## config.mk

```make
export PLATFORM = sky130hd
export DESIGN_NAME = apb_waitreg_slave
export DESIGN_NICKNAME = d
export VERILOG_FILES = /design/src/rtl/apb_waitreg_pkg.sv /design/src/rtl/apb_waitreg_fsm.sv /design/src/rtl/apb_waitreg_bank.sv /design/src/rtl/apb_waitreg_rdmux.sv /design/src/rtl/apb_waitreg_slave.sv
export SDC_FILE = /design/constraint.sdc
export NUM_CORES = 1
export LEC_CHECK = 0
export ABC_CLOCK_PERIOD_IN_PS = 3300
export CORE_ASPECT_RATIO = 1.5
export CORE_MARGIN = 2
export CORE_UTILIZATION = 60
export DETAILED_ROUTE_END_ITERATION = 10
export DONT_BUFFER_PORTS = 1
export PLACE_DENSITY = 0.87
export SLEW_MARGIN = 0
export SYNTH_ARGS = -nofsm -noshare
export SYNTH_HDL_FRONTEND = slang
export SYNTH_SLANG_ARGS = --single-unit
```

## constraint.sdc

```tcl
create_clock -name clk -period 3.3 [get_ports clk]
set_input_delay 0.165 -clock clk [delete_from_list [all_inputs] [get_ports clk]]
set_output_delay 0.165 -clock clk [all_outputs]
set_load 0.05 [all_outputs]
```

## src/rtl/apb_waitreg_pkg.sv

```systemverilog
package apb_waitreg_pkg;

    // Sequencer states of the wait-state target.
    typedef enum logic [1:0] {
        ST_IDLE  = 2'd0,
        ST_WAIT  = 2'd1,
        ST_READY = 2'd2
    } wr_state_e;

    // Byte offset of the register index inside the address.
    localparam int unsigned WORD_SHIFT = 2;

endpackage

```

## src/rtl/apb_waitreg_fsm.sv

```systemverilog
module apb_waitreg_fsm
    import apb_waitreg_pkg::*;
#(
    parameter int unsigned WAIT_W = 3
) (
    input  logic              clk,
    input  logic              rst_n,
    input  logic              psel,
    input  logic              penable,
    input  logic [WAIT_W-1:0] wait_cfg,
    output logic              pready
);

    localparam logic [WAIT_W-1:0] CNT_ZERO = '0;
    localparam logic [WAIT_W-1:0] CNT_ONE  = {{(WAIT_W-1){1'b0}}, 1'b1};

    wr_state_e         state_q, state_d;
    logic [WAIT_W-1:0] cnt_q, cnt_d;
    logic              setup_cyc;
    logic              access_cyc;

    assign setup_cyc  = psel && !penable;
    assign access_cyc = psel && penable;

    // State register
    always_ff @(posedge clk or negedge rst_n) begin
        if (!rst_n) begin
            state_q <= ST_IDLE;
            cnt_q   <= CNT_ZERO;
        end else begin
            state_q <= state_d;
            cnt_q   <= cnt_d;
        end
    end

    // Transitions and outputs
    always_comb begin
        state_d = state_q;
        cnt_d   = cnt_q;
        pready  = 1'b0;
        unique case (state_q)
            ST_IDLE: begin
                if (setup_cyc) begin
                    cnt_d   = wait_cfg;
                    state_d = (wait_cfg == CNT_ZERO) ? ST_READY : ST_WAIT;
                end
            end
            ST_WAIT: begin
                if (!psel) begin
                    state_d = ST_IDLE;
                    cnt_d   = CNT_ZERO;
                end else if (access_cyc) begin
                    cnt_d = cnt_q - CNT_ONE;
                    if (cnt_q == CNT_ONE) begin
                        state_d = ST_READY;
                    end
                end
            end
            ST_READY: begin
                if (!psel) begin
                    state_d = ST_IDLE;
                end else if (access_cyc) begin
                    pready  = 1'b1;
                    state_d = ST_IDLE;
                end
            end
            default: begin
                state_d = ST_IDLE;
                cnt_d   = CNT_ZERO;
            end
        endcase
    end

endmodule

```

## src/rtl/apb_waitreg_bank.sv

```systemverilog
module apb_waitreg_bank #(
    parameter int unsigned NUM_REGS = 8,
    parameter int unsigned DATA_W   = 32,
    localparam int unsigned IDX_W   = (NUM_REGS > 1) ? $clog2(NUM_REGS) : 1
) (
    input  logic                         clk,
    input  logic                         rst_n,
    input  logic                         wr_en,
    input  logic [IDX_W-1:0]             wr_idx,
    input  logic [DATA_W-1:0]            wr_data,
    output logic [NUM_REGS*DATA_W-1:0]   reg_flat
);

    for (genvar g = 0; g < NUM_REGS; g++) begin : g_reg
        logic hit;
        assign hit = wr_en && (wr_idx == IDX_W'(g));

        always_ff @(posedge clk or negedge rst_n) begin
            if (!rst_n) begin
                reg_flat[g*DATA_W +: DATA_W] <= '0;
            end else if (hit) begin
                reg_flat[g*DATA_W +: DATA_W] <= wr_data;
            end
        end
    end

endmodule

```

## src/rtl/apb_waitreg_rdmux.sv

```systemverilog
module apb_waitreg_rdmux #(
    parameter int unsigned NUM_REGS = 8,
    parameter int unsigned DATA_W   = 32,
    localparam int unsigned IDX_W   = (NUM_REGS > 1) ? $clog2(NUM_REGS) : 1
) (
    input  logic [NUM_REGS*DATA_W-1:0] reg_flat,
    input  logic [IDX_W-1:0]           rd_idx,
    input  logic                       rd_en,
    output logic [DATA_W-1:0]          rdata
);

    logic [DATA_W-1:0] sel_word;

    always_comb begin
        sel_word = '0;
        for (int i = 0; i < NUM_REGS; i++) begin
            if (rd_idx == IDX_W'(i)) begin
                sel_word = reg_flat[i*DATA_W +: DATA_W];
            end
        end
    end

    // Data leaves the block only on a read completion.
    assign rdata = rd_en ? sel_word : '0;

endmodule

```

## src/rtl/apb_waitreg_slave.sv

```systemverilog
module apb_waitreg_slave
    import apb_waitreg_pkg::*;
#(
    parameter int unsigned ADDR_W   = 8,
    parameter int unsigned DATA_W   = 32,
    parameter int unsigned NUM_REGS = 8,
    parameter int unsigned WAIT_W   = 3
) (
    input  logic              clk,
    input  logic              rst_n,
    input  logic              psel,
    input  logic              penable,
    input  logic              pwrite,
    input  logic [ADDR_W-1:0] paddr,
    input  logic [DATA_W-1:0] pwdata,
    input  logic [WAIT_W-1:0] wait_cfg,
    output logic              pready,
    output logic [DATA_W-1:0] prdata
);

    localparam int unsigned IDX_W  = (NUM_REGS > 1) ? $clog2(NUM_REGS) : 1;
    localparam int unsigned IDX_LO = WORD_SHIFT;
    localparam int unsigned IDX_HI = WORD_SHIFT + IDX_W - 1;

    logic                       commit;
    logic [IDX_W-1:0]           reg_idx;
    logic [NUM_REGS*DATA_W-1:0] reg_flat;
    logic                       unused_addr_bits;

    assign reg_idx          = paddr[IDX_HI:IDX_LO];
    assign unused_addr_bits = ^{paddr[ADDR_W-1:IDX_HI+1], paddr[IDX_LO-1:0]};

    // The one completion cycle of a transfer.
    assign commit = psel && penable && pready;

    apb_waitreg_fsm #(
        .WAIT_W (WAIT_W)
    ) u_fsm (
        .clk      (clk),
        .rst_n    (rst_n),
        .psel     (psel),
        .penable  (penable),
        .wait_cfg (wait_cfg),
        .pready   (pready)
    );

    apb_waitreg_bank #(
        .NUM_REGS (NUM_REGS),
        .DATA_W   (DATA_W)
    ) u_bank (
        .clk      (clk),
        .rst_n    (rst_n),
        .wr_en    (commit && pwrite),
        .wr_idx   (reg_idx),
        .wr_data  (pwdata),
        .reg_flat (reg_flat)
    );

    apb_waitreg_rdmux #(
        .NUM_REGS (NUM_REGS),
        .DATA_W   (DATA_W)
    ) u_rdmux (
        .reg_flat (reg_flat),
        .rd_idx   (reg_idx),
        .rd_en    (commit && !pwrite),
        .rdata    (prdata)
    );

endmodule

```

==> results.py <==
metrics = {
    "routing": {
        "vias": 7402,
        "firstDrtPassIters": 7,
        "routed_wl_mm": 28.10,
        "met3_length_mm": 1.205,
        "top_layer_used": "met4",
        "drc": 0,
        "wl_met1_mm": 11.17,
        "via_per_inst": 6.448,
        "wl_per_cell_um": 24.48,
        "drt-initial-drc-count": 601,
        "drtAntennaViolNets": 0,
        "dr_wl_met2_mm": 14.84,
    },
    "clock_network": {
        "hold_buffers": 38,
        "cts-root-buf": "clkbuf_16",
        "post-cts-setup-buffer-count": 0,
        "h-tree-depth": 1,
        "cts_sinks": 261,
        "tritoncts": "built",
        "cts_buffers": 25,
        "cts_buffer_depth": 3,
        "clock_latency_ns": 0.53,
        "cts_resized": 0,
        "clk_pin_slew_ns": 0.06,
    },
    "sta": {
        "tns_ns": 0,
        "fmax_mhz": 326.4,
        "min_period_ns": 3.064,
        "rsz0062_at_grt": "no",
        "drv_slew": 0,
        "hold_ws_ns": -0.6580,
        "final-setup-viol-count": 0,
        "hold_viol_final": 261,
        "skew_ns": 0.009361,
        "max_slew.worst_pin.slew_ns": 0.9947,
        "min_period_over_period_pct": 92.85,
        "slew_headroom_pct": 33.69,
    },
    "power_and_ir_drop": {
        "seq_power_share_pct": 50.7,
        "p_leak_nw": 6.783,
        "p_int_mw": 5.151,
        "p_sw_mw": 1.421,
        "ir_drop_mv": 0.4945,
        "clock_power_share_pct": 44.3,
        "combPwrFrac_pct": 5.0,
        "swShare_pct": 21.63,
        "cellPowerDensity_nw_per_um2": 474.6,
    },
    "floorplan": {
        "die_y_um": 177.6,
        "dieArea_um2": 21270,
        "die_width_um": 119.7,
        "fp.coreArea_um2": 19710,
        "start_util_pct": 61.19,
        "rows": 63,
        "num_io_pins": 81,
    },
    "logic_synthesis": {
        "synthesis.nets": 865,
        "synthArstFlopShare_pct": 100.0,
        "synth_area_leader_cell": "dfrtp_1",
        "synth_seq_area_share_pct": 54.17,
        "synth_edf_count": 0,
        "synthTopCellsByArea": "dfrtp_1, mux2_2, mux4_2",
        "synth_top_area_share_pct": 54.17,
        "ys_ff_latch": 261,
        "synth_commonest_cells": "dfrtp_1, mux2_2, mux4_2, buf_2",
        "synth_warnings": 0,
        "ys.flop_type": "dfrtp_1",
        "syn_inst": 815,
        "synth_cell_type_count": 44,
        "synth_area_um2": 12060,
        "synthMostInstantiatedCell": "dfrtp_1",
        "synth_area_per_cell_um2": 14.79,
    },
    "worst_setup_path": {
        "timing.rr.start": "u_fsm.state_q[0]",
        "critPathCaptureType": "output port",
        "required_ns": 3.13,
        "reg2reg_depth": 5,
        "arrival_ns": 2.90,
        "crit_type": "reg -> out",
        "crit_fanout": 14,
        "r2r_setup_slack_ns": 0.67,
        "start_kind": "flop",
        "reg2reg_to": "u_bank.reg_flat[192]",
    },
    "global_routing": {
        "grt_max_degree": 262,
        "grt_use_total_pct": 27.19,
        "grt_pass1_vias": 8140,
        "grt.overflow.total": 0,
        "antenna_found_initial": 0,
        "grt_first_pass_wirelength_mm": 44.93,
    },
    "final_layout": {
        "final_area_um2": 13850,
        "n_antenna_cell": 0,
        "areaGrowthSynthToFinish_pct": 14.86,
        "drive_gt1_share_pct": 49.55,
        "nets": 921,
    },
    "placed_design": {
        "dpl_cell_area_um2": 12630,
        "place.gp.congestion": 0.7589,
        "port_buffers": 0,
        "hpwlAfterDp_mm": 15.54,
    },
    "job": {
        "max-cap-violations": 0,
    },
    "hold_path": {
        "hp-class": "in -> async",
    },
    "outcome": {
        "violations": "negative hold slack",
        "outcome": "finished, violations left",
    },
}
==> sequential cells by signal (all words and copies together) (netlist names) <==
signal / cells
u_bank.reg_flat: 256
u_fsm.cnt_q: 3
u_fsm.state_q: 2
==> how the worst max path moves through the flow <==
stage                           startpoint  depth (start not counted)                    to
after floorplan                   paddr[2]                          6            prdata[15]
after global placement    u_fsm.state_q[0]                          5  u_bank.reg_flat[223]
after detailed placement  u_fsm.state_q[0]                          5  u_bank.reg_flat[192]
after CTS                 u_fsm.state_q[0]                          6            prdata[30]
after global routing      u_fsm.state_q[0]                          6             prdata[3]
final                     u_fsm.state_q[0]                          6            prdata[30]
==> through the flow <==
step	hold WS, ns	utilization (%)	setup slack (ns)	cells	power [mW]
after floorplan	-0.1306	-	0.6726	815	3.609
after global placement	-0.1225	64.10	0.7613	1066	3.617
after detailed placement	-0.1236	64.10	0.7066	1066	3.634
after CTS	-0.6771	70.28	0.2349	1148	6.610
after global routing	-0.6737	70.28	0.1244	1148	6.779
final	-0.6580	70.28	0.2359	1148	6.573
==> area by class of cell <==
type	count	area, µm²
clock buffers	34	719.4
clock inverters	10	118.9
fillers	1258	5857
inverters	6	22.52
multi-input cells	490	5359
flip-flops and latches	261	6531
well taps	260	325.3
repair buffers	87	773.2
==> critical path: stages, from the launching register on <==
cell      delay (ns)
dfrtp_1         0.54
nand4b_4        0.35
inv_2           0.36
nand2_2         0.32
buf_4           0.31
a211oi_2        0.25
buf_4           0.24
==> cells in the final DEF (no fill, tap or decap), types with 2 or more instances in the layout <==
master           n
dlygate4sd3_1   38
ha_1             2
clkbuf_16       25
nor2_1          30
and2_1           2
a211oi_2        22
clkbuf_1         3
clkbuf_8         6
o21a_1           6
mux2_2         257
a222oi_1        10
mux2_1           7
a21oi_1          5
nand2b_1         4
mux2_4          30
mux2i_1          2
buf_4           47
inv_2            2
bufinv_16        2
nand4_1          3
dfrtp_1        261
buf_12           2
mux4_2          32
nand4bb_1        2
nor2b_1          2
clkinv_2         3
o221ai_1        22
o21ai_0          3
nand2_1         28
inv_1            4
nor4_4           2
nor3b_1          2
clkinvlp_4       2
==> cell families after synthesis <==
family / share of synthesized area, %
adder cells (fa/ha/maj): 0.2075
buffers and inverters: 2.501
AND/OR/NAND/NOR: 3.590
AO/OA/AOI/OAI: 5.002
flip-flops: 54.17
multiplexers: 34.53
==> power groups by stage <==
stage / Sequential (mW) / Combinational (mW) / Clock, mW
floorplan: 3.37 / 0.240 / 0
global placement: 3.38 / 0.237 / 0
detailed placement: 3.39 / 0.246 / 0
CTS: 3.33 / 0.328 / 2.95
global route: 3.34 / 0.353 / 3.09
finish: 3.33 / 0.330 / 2.91
==> routing by layer <==
metal,vias to the layer above,track usage [%]
met4,0,10.88
met5,-,0
met3,78,3.567
met2,199,47.74
li1,3162,-
met1,3963,34.23
(Power assumes the default switching activity.)
